### src/rtl/rtc_pkg.sv
package rtc_pkg;

  localparam int unsigned ADR_SEC  = 0;
  localparam int unsigned ADR_MIN  = 1;
  localparam int unsigned ADR_HR   = 2;
  localparam int unsigned ADR_DOW  = 3;
  localparam int unsigned ADR_DATE = 4;
  localparam int unsigned ADR_MON  = 5;
  localparam int unsigned ADR_YEAR = 6;
  localparam int unsigned ADR_ASEC = 7;
  localparam int unsigned ADR_ADOW = 10;
  localparam int unsigned ADR_CTRL = 11;
  localparam int unsigned ADR_STAT = 12;
  localparam int unsigned N_ALM    = 4;

  typedef struct packed {
    logic [6:0] sec;
    logic [6:0] min;
    logic [6:0] hr;
    logic [2:0] dow;
    logic [5:0] date;
    logic [4:0] mon;
    logic [7:0] yr;
  } rtc_time_t;

  localparam rtc_time_t TIME_RST = '{sec: 7'h00, min: 7'h00, hr: 7'h00,
                                     dow: 3'd1, date: 6'h01, mon: 5'h01,
                                     yr: 8'h00};

  // Add one to a two-digit packed BCD value (no wrap handling).
  function automatic logic [7:0] bcd_inc(input logic [7:0] v);
    if (v[3:0] == 4'd9) return {v[7:4] + 4'd1, 4'd0};
    else                return {v[7:4], v[3:0] + 4'd1};
  endfunction

  // Year divisible by four, from its BCD digits.
  function automatic logic is_leap(input logic [7:0] y);
    if (y[4]) return (y[3:0] == 4'd2) || (y[3:0] == 4'd6);
    else      return (y[3:0] == 4'd0) || (y[3:0] == 4'd4) || (y[3:0] == 4'd8);
  endfunction

  // Last date of a month, in BCD.
  function automatic logic [5:0] month_len(input logic [4:0] mon, input logic [7:0] yr);
    case (mon)
      5'h02:                      return is_leap(yr) ? 6'h29 : 6'h28;
      5'h04, 5'h06, 5'h09, 5'h11: return 6'h30;
      default:                    return 6'h31;
    endcase
  endfunction

endpackage

### src/rtl/rtc_prescaler.sv
module rtc_prescaler #(
  parameter int unsigned DIV = 32768
) (
  input  logic clk,
  input  logic rst_n,
  input  logic run,
  input  logic tick_in,
  input  logic clr,
  output logic sec_tick
);
  localparam int unsigned CW = (DIV > 2) ? $clog2(DIV) : 1;
  localparam logic [CW-1:0] LAST = CW'(DIV - 1);

  logic [CW-1:0] cnt_q, cnt_n;
  logic          tick_n;

  always_comb begin
    cnt_n  = cnt_q;
    tick_n = 1'b0;
    if (clr || !run) begin
      cnt_n = '0;
    end else if (tick_in) begin
      if (cnt_q == LAST) begin
        cnt_n  = '0;
        tick_n = 1'b1;
      end else begin
        cnt_n = cnt_q + 1'b1;
      end
    end
  end

  always_ff @(posedge clk or negedge rst_n) begin
    if (!rst_n) begin
      cnt_q    <= '0;
      sec_tick <= 1'b0;
    end else begin
      cnt_q    <= cnt_n;
      sec_tick <= tick_n;
    end
  end
endmodule

### src/rtl/rtc_timekeep.sv
module rtc_timekeep
  import rtc_pkg::*;
#(
  parameter int unsigned AW = 4
) (
  input  logic          clk,
  input  logic          rst_n,
  input  logic          adv,
  input  logic          wr_en,
  input  logic [AW-1:0] wr_sel,
  input  logic [7:0]    wr_data,
  output rtc_time_t     t_q
);
  rtc_time_t t_inc, t_n;
  logic sec_c, min_c, hr_c, date_c, mon_c;

  // Carry chain for one advance
  always_comb begin
    t_inc  = t_q;
    sec_c  = (t_q.sec == 7'h59);
    min_c  = sec_c && (t_q.min == 7'h59);
    hr_c   = 1'b0;
    t_inc.sec = sec_c ? 7'h00 : 7'(bcd_inc({1'b0, t_q.sec}));
    if (sec_c)
      t_inc.min = (t_q.min == 7'h59) ? 7'h00 : 7'(bcd_inc({1'b0, t_q.min}));
    if (min_c) begin
      if (t_q.hr[6]) begin
        case (t_q.hr[4:0])
          5'h12: t_inc.hr = {1'b1, t_q.hr[5], 5'h01};
          5'h11: begin
            t_inc.hr = {1'b1, ~t_q.hr[5], 5'h12};
            hr_c     = t_q.hr[5];
          end
          default: t_inc.hr = {1'b1, t_q.hr[5], 5'(bcd_inc({3'b000, t_q.hr[4:0]}))};
        endcase
      end else begin
        if (t_q.hr[5:0] == 6'h23) begin
          t_inc.hr = 7'h00;
          hr_c     = 1'b1;
        end else begin
          t_inc.hr = {1'b0, 6'(bcd_inc({2'b00, t_q.hr[5:0]}))};
        end
      end
    end
    date_c = hr_c && (t_q.date == month_len(t_q.mon, t_q.yr));
    mon_c  = date_c && (t_q.mon == 5'h12);
    if (hr_c) begin
      t_inc.dow  = (t_q.dow == 3'd7) ? 3'd1 : t_q.dow + 3'd1;
      t_inc.date = date_c ? 6'h01 : 6'(bcd_inc({2'b00, t_q.date}));
    end
    if (date_c)
      t_inc.mon = mon_c ? 5'h01 : 5'(bcd_inc({3'b000, t_q.mon}));
    if (mon_c)
      t_inc.yr = (t_q.yr == 8'h99) ? 8'h00 : bcd_inc(t_q.yr);
  end

  // Register writes take priority over the advance for their field
  always_comb begin
    t_n = adv ? t_inc : t_q;
    if (wr_en) begin
      case (wr_sel)
        AW'(ADR_SEC):  t_n.sec  = wr_data[6:0];
        AW'(ADR_MIN):  t_n.min  = wr_data[6:0];
        AW'(ADR_HR):   t_n.hr   = wr_data[6:0];
        AW'(ADR_DOW):  t_n.dow  = wr_data[2:0];
        AW'(ADR_DATE): t_n.date = wr_data[5:0];
        AW'(ADR_MON):  t_n.mon  = wr_data[4:0];
        AW'(ADR_YEAR): t_n.yr   = wr_data;
        default: ;
      endcase
    end
  end

  always_ff @(posedge clk or negedge rst_n) begin
    if (!rst_n) t_q <= TIME_RST;
    else        t_q <= t_n;
  end
endmodule

### src/rtl/rtc_alarm.sv
module rtc_alarm
  import rtc_pkg::*;
#(
  parameter int unsigned AW = 4
) (
  input  logic                  clk,
  input  logic                  rst_n,
  input  logic                  upd,
  input  logic                  wr_en,
  input  logic                  rd_en,
  input  logic [AW-1:0]         sel,
  input  logic [7:0]            wr_data,
  input  rtc_time_t             t_cur,
  output logic [N_ALM-1:0][7:0] alm_q,
  output logic                  irqf
);
  logic [6:0]       cur [N_ALM];
  logic [N_ALM-1:0] hit;
  logic             acc, irqf_n;

  assign cur[0] = t_cur.sec;
  assign cur[1] = t_cur.min;
  assign cur[2] = t_cur.hr;
  assign cur[3] = {4'b0000, t_cur.dow};

  for (genvar i = 0; i < N_ALM; i++) begin : g_fld
    localparam logic [7:0] WMASK = (i == N_ALM - 1) ? 8'h87 : 8'hFF;
    logic [7:0] q, n;
    always_comb begin
      n = q;
      if (wr_en && (sel == AW'(ADR_ASEC + i))) n = wr_data & WMASK;
    end
    always_ff @(posedge clk or negedge rst_n) begin
      if (!rst_n) q <= 8'h00;
      else        q <= n;
    end
    assign hit[i]   = q[7] || (q[6:0] == cur[i]);
    assign alm_q[i] = q;
  end

  assign acc = (wr_en || rd_en) && (sel >= AW'(ADR_ASEC)) && (sel <= AW'(ADR_ADOW));

  always_comb begin
    irqf_n = irqf;
    if (upd && (&hit)) irqf_n = 1'b1;
    else if (acc)      irqf_n = 1'b0;
  end

  always_ff @(posedge clk or negedge rst_n) begin
    if (!rst_n) irqf <= 1'b0;
    else        irqf <= irqf_n;
  end
endmodule

### src/rtl/bcd_rtc_alarm.sv
module bcd_rtc_alarm
  import rtc_pkg::*;
#(
  parameter int unsigned TICKS_PER_SEC = 32768,
  parameter int unsigned AW            = 4
) (
  input  logic          clk,
  input  logic          rst_n,
  input  logic          tick_32k,
  input  logic [AW-1:0] reg_sel,
  input  logic          reg_wr,
  input  logic          reg_rd,
  input  logic [7:0]    reg_wdata,
  output logic [7:0]    reg_rdata,
  output logic          irq
);
  rtc_time_t             t_q;
  logic [N_ALM-1:0][7:0] alm_q;
  logic sec_tick, upd_q, irqf;
  logic osc_stop_q, osc_stop_n, aie_q, aie_n;
  logic sec_wr, ctrl_wr;

  assign sec_wr  = reg_wr && (reg_sel == AW'(ADR_SEC));
  assign ctrl_wr = reg_wr && (reg_sel == AW'(ADR_CTRL));

  rtc_prescaler #(.DIV(TICKS_PER_SEC)) u_presc (
    .clk(clk), .rst_n(rst_n), .run(!osc_stop_q), .tick_in(tick_32k),
    .clr(sec_wr), .sec_tick(sec_tick)
  );

  rtc_timekeep #(.AW(AW)) u_time (
    .clk(clk), .rst_n(rst_n), .adv(sec_tick), .wr_en(reg_wr),
    .wr_sel(reg_sel), .wr_data(reg_wdata), .t_q(t_q)
  );

  rtc_alarm #(.AW(AW)) u_alarm (
    .clk(clk), .rst_n(rst_n), .upd(upd_q), .wr_en(reg_wr), .rd_en(reg_rd),
    .sel(reg_sel), .wr_data(reg_wdata), .t_cur(t_q), .alm_q(alm_q), .irqf(irqf)
  );

  always_comb begin
    osc_stop_n = ctrl_wr ? reg_wdata[7] : osc_stop_q;
    aie_n      = ctrl_wr ? reg_wdata[0] : aie_q;
  end

  always_ff @(posedge clk or negedge rst_n) begin
    if (!rst_n) begin
      osc_stop_q <= 1'b1;
      aie_q      <= 1'b0;
      upd_q      <= 1'b0;
    end else begin
      osc_stop_q <= osc_stop_n;
      aie_q      <= aie_n;
      upd_q      <= sec_tick;
    end
  end

  always_comb begin
    reg_rdata = 8'h00;
    case (reg_sel)
      AW'(ADR_SEC):      reg_rdata = {1'b0, t_q.sec};
      AW'(ADR_MIN):      reg_rdata = {1'b0, t_q.min};
      AW'(ADR_HR):       reg_rdata = {1'b0, t_q.hr};
      AW'(ADR_DOW):      reg_rdata = {5'b0, t_q.dow};
      AW'(ADR_DATE):     reg_rdata = {2'b0, t_q.date};
      AW'(ADR_MON):      reg_rdata = {3'b0, t_q.mon};
      AW'(ADR_YEAR):     reg_rdata = t_q.yr;
      AW'(ADR_ASEC):     reg_rdata = alm_q[0];
      AW'(ADR_ASEC + 1): reg_rdata = alm_q[1];
      AW'(ADR_ASEC + 2): reg_rdata = alm_q[2];
      AW'(ADR_ADOW):     reg_rdata = alm_q[3];
      AW'(ADR_CTRL):     reg_rdata = {osc_stop_q, 6'b0, aie_q};
      AW'(ADR_STAT):     reg_rdata = {7'b0, irqf};
      default:           reg_rdata = 8'h00;
    endcase
  end

  assign irq = irqf && aie_q;
endmodule

### config.mk
export PLATFORM = sky130hd
export DESIGN_NAME = bcd_rtc_alarm
export DESIGN_NICKNAME = d
export VERILOG_FILES = /design/src/rtl/rtc_pkg.sv /design/src/rtl/rtc_prescaler.sv /design/src/rtl/rtc_timekeep.sv /design/src/rtl/rtc_alarm.sv /design/src/rtl/bcd_rtc_alarm.sv
export SDC_FILE = /design/constraint.sdc
export NUM_CORES = 1
export LEC_CHECK = 0
export ABC_AREA = 1
export CORE_MARGIN = 5
export CORE_UTILIZATION = 55
export DETAILED_ROUTE_END_ITERATION = 8
export PLACE_DENSITY = 0.79
export SLEW_MARGIN = 20
export SYNTH_ARGS = -nofsm -noshare
export SYNTH_HDL_FRONTEND = slang
export SYNTH_SLANG_ARGS = --single-unit
### constraint.sdc
create_clock -name clk -period 2.42 [get_ports clk]
set_input_delay 0.605 -clock clk [delete_from_list [all_inputs] [get_ports clk]]
set_output_delay 0.605 -clock clk [all_outputs]
set_load 0.01 [all_outputs]
==> results.txt <==
----------------------------------------------------
[Final layout]
  Fin cells ... about 1,000
  Ant. Diodes ... 0
  Layout overhead on the synthesized area ... 20.3%
  Share of post-route cells with drive strength above 1 ... 0.188
  Number of nets in the layout ... between 900 and 1,000
  Core occupancy in the finished layout ... 0.671

[Route]
  Detailed Routing Iterations Pass 1 ... 6
  Wire length on met2 ... around 9 mm
  Number of remaining DRC errors ... 0
  Detailed route wirelength on metal3 ... around 1.3 mm
  Routed wire per std cell ... between 15 and 20 µm
  Uppermost layer routed ... met4
  Via-to-Cell Ratio ... about 6
  First DRT Iteration DRCs ... 708
  WL met1 ... between 8 and 9 mm
  Via count ... ~6,000
  Antenna Nets Post-Route ... 0
  Final Routed Wirelength ... between 15 and 20 mm

[Global routing]
  Overflow after GRT ... 0
  Total global routing track utilization ... 0.304
  Vias in the first global route ... between 6,000 and 7,000
  Antenna violations before repair ... 0
  Wire length of the first global-routing pass ... 31.0 mm
  Largest net degree at the start of global routing ... 40

[Logic synthesis]
  Sequential element share of the synthesized area ... 0.381
  Count of flip-flops with a built-in enable after synthesis ... 0
  Primary FF master, synth ... sky130_fd_sc_hd__dfrtp_1
  Mapped cell area ... 0.00599 mm²
  Share of synthesized flip-flops with an asynchronous set or reset ... 1.00
  Number of register bits inferred by synthesis ... 91
  Gate count of the mapped netlist ... slightly above 800
  Number of warning messages in the yosys log ... 0
  Post-synth net total ... about 850
  Number of distinct library cells after synthesis ... 48
  Synth Area per Inst ... ~7.4 µm²

[Clocking]
  # clock sinks ... 91
  Clock tree from TritonCTS ... yes
  CTS buffer count ... 9
  Clock insertion delay at the later pin of the skew report ... 0.38 ns
  Hold-fix buffer count after cts ... 0
  Worst-path clk slew ... 0.09 ns
  Largest buffer count on any clock path ... 2
  Number of H-tree levels ... 3
  CTS Root Cell ... sky130_fd_sc_hd__clkbuf_8

[Timing]
  Slew of the pin with the lowest slew margin ... 0.824 ns
  Number of endpoints with negative hold slack in the final report ... 0
  Worst-case hold slack ... ~0.16 ns
  # setup viols final ... 0
  FMAX ... about 420 MHz
  Ratio of final minimum period to clock period ... 0.992
  Accumulated negative setup slack ... 0 ns
  Max-slew headroom at the worst pin ... 0.444
  Final critical delay including setup and external delays ... between 2 and 2.5 ns
  Final worst slack ... ~0.019 ns
  Final number of max-transition violations ... 0
  RSZ-0062 raised after global routing ... yes
  Final worst clock skew ... between 0.008 and 0.009 ns

[Die]
  Floorplan die height ... roughly 110 µm
  Num ports ... 26
  Initial Utilization ... 0.558
  Die outline area ... around 0.013 mm²
  Core Box Area ... 0.0107 mm²
  Number of placement rows ... 38
  Horizontal die dimension ... 114 µm

[Setup path]
  Element type at the critical path end ... primary output
  Worst Setup EP ... reg_rdata[2]
  Register-to-register setup slack ... 0.15 ns
  Maximum fanout count along the critical path ... 8
  Worst Setup Start Kind ... primary input
  Reg-to-Reg End ... u_time.t_q[6]
  Worst Setup Path Type ... in -> out
  Startpoint of the worst setup timing path ... reg_sel[0]
  Worst endpoint data arrival time ... about 1.8 ns
  Worst-case reg-to-reg path depth ... 13
  Critical R2R Launch ... u_time.t_q[37]
  Critical path required time ... between 1.5 and 2 ns

[Placed design]
  Quantity of I/O buffers inserted on ports ... 25
  Final RePlAce weighted congestion ... between 1 and 1.5
  Placed insts ... a little over 1,000
  Minimum setup slack after placement ... -0.844 ns
  Detailed-placement wirelength estimate ... about 15 mm

[Power]
  Combinational fraction of design power ... 0.316
  Switching Power ... approximately 0.0018 W
  Total leakage power ... 3.46 nW
  Max VDD drop ... 0.463 mV
  Flop pwr share ... 0.450
  Clock share of power ... 0.234
  Switching part of the total power ... 0.381
  Internal cell power ... roughly 0.003 W
  Power density over cell area ... slightly below 700 mW/mm²

[Flow run]
  Maxcap violations ... 0

[Min path]
  Path category of the worst min-delay check ... in -> async

[Outcome]
  Result of the run ... finished, final reports clean

----------------------------------------------------
## layout by cell type, fill, tap and decap left out, types with 3 or more instances in the layout
cell type                         count
sky130_fd_sc_hd__a211oi_1             5
sky130_fd_sc_hd__a21oi_1             36
sky130_fd_sc_hd__a21oi_2              5
sky130_fd_sc_hd__a221oi_2             9
sky130_fd_sc_hd__a31oi_1              6
sky130_fd_sc_hd__buf_12               4
sky130_fd_sc_hd__buf_2                7
sky130_fd_sc_hd__buf_4               65
sky130_fd_sc_hd__clkbuf_8            12
sky130_fd_sc_hd__clkdlybuf4s50_1     12
sky130_fd_sc_hd__clkinv_2             3
sky130_fd_sc_hd__dfrtp_1             87
sky130_fd_sc_hd__dfstp_2              4
sky130_fd_sc_hd__ha_1                16
sky130_fd_sc_hd__inv_1              111
sky130_fd_sc_hd__inv_2               11
sky130_fd_sc_hd__nand2_1            162
sky130_fd_sc_hd__nand2_2             10
sky130_fd_sc_hd__nand3_1             40
sky130_fd_sc_hd__nand3_2              4
sky130_fd_sc_hd__nand4_1             20
sky130_fd_sc_hd__nor2_1              68
sky130_fd_sc_hd__nor2_2               9
sky130_fd_sc_hd__nor2_4              11
sky130_fd_sc_hd__nor3_1              15
sky130_fd_sc_hd__o2111ai_1            3
sky130_fd_sc_hd__o211ai_1             8
sky130_fd_sc_hd__o21ai_0             78
sky130_fd_sc_hd__o22ai_1             16
sky130_fd_sc_hd__o22ai_2              4
sky130_fd_sc_hd__xnor2_1             21
sky130_fd_sc_hd__xor2_1              14
## metal layers
metal  track usage  up-vias
met3        0.0592       50
met4         0.141        0
met5             0        -
met2         0.473      258
met1         0.410     2933
li1              -     2893
## cells by family after synthesis
logic type	count (synthesis)	synth area share
muxes	1	0.00167
buffers and inverters	140	0.0927
AOI/OAI and AO/OA	184	0.182
adders and majority gates	16	0.0334
xor gates and xnor gates	35	0.0511
DFF	91	0.381
and+or+nand+nor	348	0.258
## registers in the layout (all words and copies together), names as in the netlist
signal / flops
u_presc.cnt_q: 15
u_time.t_q: 43
osc_stop_q: 1
aie_q: 1
u_alarm.g_fld.q: 28
upd_q: 1
u_alarm.irqf: 1
u_presc.sec_tick: 1
## repair_timing
action                     in CTS  in global routing
setup buffers                   0                  2
cloned                          0                  0
pin swaps                      12                  5
gates resized for setup        78                 19
setup endpoints to repair       8                 12
## power groups by stage
| stage | Combinational (W) | Clock (W) | Sequential [W] |
|---|---|---|---|
| finish | 0.00153 | 0.00113 | 0.00218 |
| global route | 0.00170 | 0.00122 | 0.00222 |
| CTS | 0.00150 | 0.00114 | 0.00216 |
| detailed placement | 0.00149 | 0 | 0.00219 |
| global placement | 0.00142 | 0 | 0.00218 |
| floorplan | 0.000968 | 0 | 0.00208 |
## worst min-delay path by stage
stage                           from                    end  slack [ns]  cells after the start
3_5_place_dp        u_presc.cnt_q[0]       u_presc.cnt_q[0]        0.50                      1
4_1_cts                        rst_n  u_alarm.g_fld[2].q[7]        0.17                      1
3_3_place_gp   u_alarm.g_fld[0].q[7]  u_alarm.g_fld[0].q[7]        0.47                      2
5_1_grt                        rst_n  u_alarm.g_fld[2].q[7]        0.19                      1
2_1_floorplan                  rst_n                  aie_q        0.31                      0
6_report                       rst_n         u_time.t_q[41]        0.16                      1
## layout make-up
cell class | instances | area, µm²
tap | 140 | 175
clock buffer | 12 | 165
timing repair buffer | 91 | 747
clock inverter | 4 | 47.5
fill | 953 | 3540
multi-input combinational | 584 | 3310
inverter | 127 | 483
sequential | 91 | 2280
## critical path, cell delays in order
cell                        delay (ns)
sky130_fd_sc_hd__buf_4            0.14
sky130_fd_sc_hd__inv_2            0.10
sky130_fd_sc_hd__nor2_4           0.04
sky130_fd_sc_hd__nand2_2          0.18
sky130_fd_sc_hd__o22ai_1          0.12
sky130_fd_sc_hd__a211oi_1         0.24
sky130_fd_sc_hd__o2111ai_1        0.19
sky130_fd_sc_hd__buf_2            0.18
## through the flow
stage | power (W) | area (µm²)
after floorplan | 0.00305 | 5990
after global placement | 0.00360 | 6870
after detailed placement | 0.00368 | 6870
after CTS | 0.00481 | 7130
after global routing | 0.00513 | 7210
final | 0.00485 | 7210
## synth_stat cells (all sizes together) (4+ instances only)
cell	n	area (µm²)
nor3	16	85.1
nor2	88	393
or2	4	25.0
o21ai	79	395
xor2	14	123
clkbuf	9	48.8
ha	16	200
dfstp	4	105
nand3	44	240
o22ai	20	125
dfrtp	87	2180
a211oi	5	37.5
o211ai	8	60.1
nand2	174	668
a21oi	41	220
a31oi	6	37.5
xnor2	21	184
inv	124	465
nand4	20	125
buf	4	28.8
a221oi	11	96.3
Note: power is estimated with default switching activity, not from simulation.
